===== config.mk =====
export PLATFORM = sky130hd
export DESIGN_NAME = prc_prot_check
export DESIGN_NICKNAME = d
export VERILOG_FILES = /design/src/rtl/prc_pkg.sv /design/src/rtl/prc_window_regs.sv /design/src/rtl/prc_window_match.sv /design/src/rtl/prc_prot_check.sv
export SDC_FILE = /design/constraint.sdc
export NUM_CORES = 1
export LEC_CHECK = 0
export ABC_AREA = 1
export BUFFER_PORTS_ARGS = -buffer_cell sky130_fd_sc_hd__buf_4
export CAP_MARGIN = 30
export CORE_MARGIN = 5
export CORE_UTILIZATION = 55
export DETAILED_ROUTE_END_ITERATION = 10
export HOLD_SLACK_MARGIN = 0.12
export PLACE_DENSITY_LB_ADDON = 0.15
export RECOVER_POWER = 100
export SYNTH_ARGS = -nofsm -noshare
export SYNTH_HDL_FRONTEND = slang
export SYNTH_SLANG_ARGS = --single-unit
export TNS_END_PERCENT = 100

===== constraint.sdc =====
create_clock -name clk -period 1.5 [get_ports clk]
set_input_delay 0.3 -clock clk [delete_from_list [all_inputs] [get_ports clk]]
set_output_delay 0.3 -clock clk [all_outputs]
set_load 0.02 [all_outputs]

===== src/rtl/prc_pkg.sv =====
package prc_pkg;
  localparam int WORD_W  = 32;
  localparam int FLD_W   = 14;
  localparam int BLK_SH  = 12;
  localparam int FIRST_LSB = 0;
  localparam int RDEN_BIT  = 15;
  localparam int LAST_LSB  = 16;
  localparam int WREN_BIT  = 31;

  typedef struct packed {
    logic             wr_blk;
    logic             rd_blk;
    logic [FLD_W-1:0] last;
    logic [FLD_W-1:0] first;
  } window_t;

  function automatic window_t decode_word(input logic [WORD_W-1:0] w);
    window_t r;
    r.first  = w[FIRST_LSB +: FLD_W];
    r.last   = w[LAST_LSB +: FLD_W];
    r.rd_blk = w[RDEN_BIT];
    r.wr_blk = w[WREN_BIT];
    return r;
  endfunction
endpackage


===== src/rtl/prc_window_regs.sv =====
module prc_window_regs
  import prc_pkg::*;
#(
  parameter int NWIN  = 6,
  parameter int IDX_W = 3
) (
  input  logic                 clk,
  input  logic                 rst_n,
  input  logic                 lock_i,
  input  logic                 cfg_we,
  input  logic [IDX_W-1:0]     cfg_idx,
  input  logic [WORD_W-1:0]    cfg_wdata,
  output window_t [NWIN-1:0]   win_q
);
  logic    wr_ok;
  window_t wr_dec;

  assign wr_ok  = cfg_we && !lock_i;
  assign wr_dec = decode_word(cfg_wdata);

  for (genvar i = 0; i < NWIN; i++) begin : g_win
    always_ff @(posedge clk or negedge rst_n) begin
      if (!rst_n)
        win_q[i] <= '0;
      else if (wr_ok && (int'(cfg_idx) == i))
        win_q[i] <= wr_dec;
    end
  end
endmodule


===== src/rtl/prc_window_match.sv =====
module prc_window_match
  import prc_pkg::*;
(
  input  window_t          win,
  input  logic [FLD_W-1:0] blk_lo,
  input  logic [FLD_W-1:0] blk_hi,
  input  logic             is_write,
  output logic             hit
);
  logic enabled, nonempty, overlap;

  always_comb begin
    enabled  = is_write ? win.wr_blk : win.rd_blk;
    nonempty = win.first <= win.last;
    overlap  = (blk_lo <= win.last) && (blk_hi >= win.first);
    hit      = enabled && nonempty && overlap;
  end
endmodule


===== src/rtl/prc_prot_check.sv =====
module prc_prot_check
  import prc_pkg::*;
#(
  parameter int NWIN   = 6,
  parameter int IDX_W  = 3,
  parameter int ADDR_W = 26,
  parameter int LEN_W  = 17
) (
  input  logic              clk,
  input  logic              rst_n,
  input  logic              lock_i,
  input  logic              cfg_we,
  input  logic [IDX_W-1:0]  cfg_idx,
  input  logic [31:0]       cfg_wdata,
  input  logic              q_valid,
  input  logic [ADDR_W-1:0] q_addr,
  input  logic [LEN_W-1:0]  q_len_m1,
  input  logic              q_write,
  output logic              r_valid,
  output logic [NWIN-1:0]   r_hit,
  output logic              r_acc_err
);
  localparam int BLK_W = ADDR_W - BLK_SH;

  window_t [NWIN-1:0] win_q;
  logic [ADDR_W:0]    end_sum;
  logic [ADDR_W-1:0]  end_addr;
  logic [FLD_W-1:0]   blk_lo, blk_hi;
  logic [NWIN-1:0]    hit_c;

  prc_window_regs #(.NWIN(NWIN), .IDX_W(IDX_W)) u_regs (
    .clk(clk), .rst_n(rst_n), .lock_i(lock_i), .cfg_we(cfg_we),
    .cfg_idx(cfg_idx), .cfg_wdata(cfg_wdata), .win_q(win_q)
  );

  always_comb begin
    end_sum  = {1'b0, q_addr} + (ADDR_W+1)'(q_len_m1);
    end_addr = end_sum[ADDR_W] ? '1 : end_sum[ADDR_W-1:0];
    blk_lo   = FLD_W'(q_addr[ADDR_W-1:BLK_SH]);
    blk_hi   = FLD_W'(end_addr[ADDR_W-1:BLK_SH]);
  end

  for (genvar i = 0; i < NWIN; i++) begin : g_match
    prc_window_match u_m (
      .win(win_q[i]), .blk_lo(blk_lo), .blk_hi(blk_hi),
      .is_write(q_write), .hit(hit_c[i])
    );
  end

  always_ff @(posedge clk or negedge rst_n) begin
    if (!rst_n) begin
      r_valid   <= 1'b0;
      r_hit     <= '0;
      r_acc_err <= 1'b0;
    end else begin
      r_valid   <= q_valid;
      r_hit     <= q_valid ? hit_c : '0;
      r_acc_err <= q_valid && (|hit_c);
    end
  end

  logic unused_blk;
  assign unused_blk = ^{BLK_W[0]};
endmodule


==> results.ini <==
[place]
io_buffers=89
placed_cell_area_sq_um=17100
placed_cells=2495
gp_congestion=0.977
dp_hpwl_um=38200
place_worst_setup_slack_ns=-2.04

[floorplan]
die_h_um=172
io-pin-count=92
start_util_pct=55.7
core_area_sq_um=26100
die_x_um=172
dieArea_sq_um=29700
core.rowCount=59

[setup_path]
worst-setup-path-type=in2reg
rr_startpoint=u_regs.win_q[27]
crit_fanout=6
r2r_slack_ns=-0.62
r2r_end=r_acc_err
crit_path_start_kind=input pin
setup.worst_path.end=r_acc_err
endpoint_kind=register
crit_required_ns=1.88
worstPathArrival_ns=3.31
r2r_cells=16
startpoint=q_addr[9]

[clock_network]
h-tree-depth=4
cts_root_buf=clkbuf_16
path_clk_slew_ns=0.08
cts_buffers=17
cts.sinks=188
cts_tree=done
clkLatencyLatePin_ns=0.45
cts_buffer_depth=2

[sta]
fin_worst_skew_ns=0.0135
max_clock_freq_ghz=0.342
worst_pin_slew_ns=0.675
fin_crit_ns=2.92
hold_viol=0
slew_violations=0
worst_slack_ns=-1.42
maxSlewHeadroom_pct=54.7
post-route-period-util_pct=195
setup_viol=7
rsz0062_at_grt=true

[routing]
ant_nets=0
route.met3.wl_um=4220
dr.pass1.iters=5
viasPerCell=5.50
met1Wirelength_um=20700
drcViolationCount=0
vias=14191
post_drt_wl_per_cell_um=19.3
drt_iter0_drc=1293
wirelength_um=49800
top_layer=met4
wl_met2_um=22400

[grt]
grt_max_degree=61
grt_pass1_vias=13574
overflow=0
grt_antenna_before_repair=0
track_usage_pct=33.2
grt_pass1_wl_um=75200

[final_layout]
instances_no_fill=2578
nFillCells=1995
finish.utilization_pct=73.5
nets=2582
syn_to_final_growth_pct=32.0
drive_gt1_share_pct=22.2
finalInstanceArea_sq_um=19200
antenna_cells=0

[pwr]
powerDensity_nw_per_um2=1160
vdd.ir_drop.worst_uv=724
comb_power_share_pct=47.1
p_int_mw=12.9
leakage_nw=10.1
p_switching_mw=9.30
switching_share_pct=42.0
seqPwrFrac_pct=31.1
p_clk_share_pct=21.8

[yosys]
synthCells=1944
yosysWarnings=0
synth_compound_area_share_pct=12.4
synth_seq_cells=188
syn-num-nets=2296
yosys.area_share.simple_pct=22.0
synthMuxAreaShare_pct=0.345
ys_types=41
ys_async_sr_fraction_pct=100
synth_fa_ha_area_share_pct=23.1
ys_seq_area_share_pct=32.4
synth_xor_xnor_area_share_pct=0.121
netlist_area_sq_um=14500
yosys_most_used_dff=dfrtp_1
syn_avg_cell_area_sq_um=7.47
synth_top_family_by_area=adder cells
synth-edff-count=0

[hold_path]
hold_class=in2reg

[flow_run]
cap_violations=0

[run_status]
violations=setup timing
status=finished, violations left

## power by group through the flow
stage	Sequential (mW)	Combinational (mW)	Clock (mW)
floorplan	6.71	5.46	0
global placement	6.90	8.60	0
detailed placement	6.94	8.95	0
CTS	6.85	9.67	4.85
global route	7.01	11.7	5.06
finish	6.89	10.5	4.84
## sequential cells by signal, summed over array words and instances (netlist names)
name,count
r_acc_err,1
u_regs.win_q,180
r_valid,1
r_hit,6
## cells in the final DEF, fill, tap and decap left out, types with 3 or more instances in the layout
master / synthesis / final
dlygate4sd3_1: 0 / 27
nand4_1: 22 / 22
nand3b_1: 3 / 3
inv_1: 330 / 323
clkinv_8: 0 / 6
o21ai_0: 204 / 196
mux2i_1: 5 / 5
dfrtp_1: 188 / 188
nor3_1: 8 / 7
nand3_2: 7 / 16
nand2_1: 529 / 483
clkbuf_2: 0 / 4
nand2_2: 3 / 37
o21ai_1: 5 / 8
inv_6: 0 / 3
clkbuf_1: 34 / 10
clkbuf_4: 0 / 5
buf_12: 0 / 4
nand2_4: 1 / 12
a21oi_1: 100 / 85
ha_1: 268 / 222
a21o_1: 4 / 4
clkbuf_16: 0 / 17
nor2_2: 0 / 17
ha_4: 0 / 46
nor4_4: 1 / 3
nor2_1: 118 / 92
nor2_4: 0 / 9
inv_2: 0 / 6
o21bai_1: 18 / 18
nand3_1: 64 / 46
a21oi_2: 2 / 16
o21ai_2: 0 / 3
buf_4: 0 / 220
nand3_4: 0 / 9
buf_6: 1 / 35
## routing by layer
metal / up-vias / global-route usage [%]
met4: 0 / 14.0
met2: 535 / 52.6
li1: 6868 / -
met3: 124 / 7.29
met5: - / 0
met1: 6664 / 44.1
## synthesized netlist by cell type, types with 2 or more instances
cell type	instances	area [sq um]
a21oi_1	100	500
nor2_1	118	443
nand4_1	22	138
nand3b_1	3	22.5
o21ai_1	5	25.0
nand2b_1	2	12.5
o21bai_1	18	135
nand2_2	3	18.8
or2_2	2	12.5
nand3b_2	2	22.5
nor4_2	2	25.0
inv_1	330	1240
buf_2	4	20.0
a31oi_1	3	18.8
nor3_2	2	20.0
a21o_1	4	30.0
o21ai_0	204	1020
ha_1	268	3350
a21oi_2	2	17.5
nand3_1	64	320
dfrtp_1	188	4700
mux2i_1	5	50.1
nand2_1	529	1990
nor3_1	8	40.0
nand3_2	7	70.1
clkbuf_1	34	128
## per-stage QoR
step,setup TNS (ns),hold WS [ns],power (mW)
floorplan,-7.40,0.00441,12.2
global placement,-12.96,0.195,15.5
detailed placement,-13.22,0.193,15.9
CTS,-8.76,0.123,21.4
global route,-12.07,0.147,23.8
finish,-9.58,0.113,22.2
## worst max-delay path, cell delays in order
cell      delay (ns)
buf_4           0.12
ha_4            0.25
nand2_1         0.08
nand2_1         0.10
a21oi_2         0.14
o21ai_1         0.11
a21oi_2         0.21
o21bai_4        0.14
nand2_8         0.12
buf_6           0.11
nand3_4         0.16
buf_6           0.17
ha_4            0.26
nand2_2         0.05
inv_2           0.05
nand2_2         0.07
nor2_4          0.11
nand2_1         0.06
nor2_1          0.12
nor2_2          0.06
nor2_1          0.11
nand3_2         0.15
nand3_2         0.12
nor2_2          0.04
nor2_1          0.09
## kinds of logic (layout without fill, tap and decap cells)
| kind of cell | Yosys count | in the layout |
|---|---|---|
| AOI/OAI and AO/OA | 341 | 341 |
| xor gates and xnor gates | 2 | 2 |
| muxes | 5 | 5 |
| and+or+nand+nor | 771 | 772 |
| adders and majority gates | 268 | 268 |
| buffers and inverters | 369 | 667 |
| DFF | 188 | 188 |
## what timing repair did
item / in CTS / in global routing
hold endpoints to repair: 214 / 0
hold buffers: 27 / 0
buffers inserted: 17 / 6
cloned: 1 / 0
setup endpoints to repair: 7 / 7
pin swaps: 55 / 69
resized for setup: 101 / 135
## worst min path at each step
| stage | cells after the start | end | slack, ns | start |
|---|---|---|---|---|
| after CTS | 3 | u_regs.win_q[159] | 0.12 | cfg_wdata[9] |
| after global routing | 3 | u_regs.win_q[158] | 0.15 | cfg_wdata[8] |
| after global placement | 1 | u_regs.win_q[50] | 0.19 | rst_n |
| after floorplan | 0 | r_acc_err | 0.004 | rst_n |
| final | 3 | u_regs.win_q[159] | 0.11 | cfg_wdata[9] |
| after detailed placement | 1 | u_regs.win_q[6] | 0.19 | rst_n |
## cell type report
| type | count | area, sq um | area share (%) |
|---|---|---|---|
| tap | 335 | 419 | 2.19 |
| clock inverter | 14 | 188 | 0.979 |
| inverter | 330 | 1240 | 6.49 |
| clock buffer | 18 | 429 | 2.24 |
| sequential | 188 | 4700 | 24.5 |
| multi-input combinational | 1388 | 9680 | 50.5 |
| timing repair buffer | 305 | 2500 | 13.1 |
Note: power is estimated with default switching activity, not from simulation.
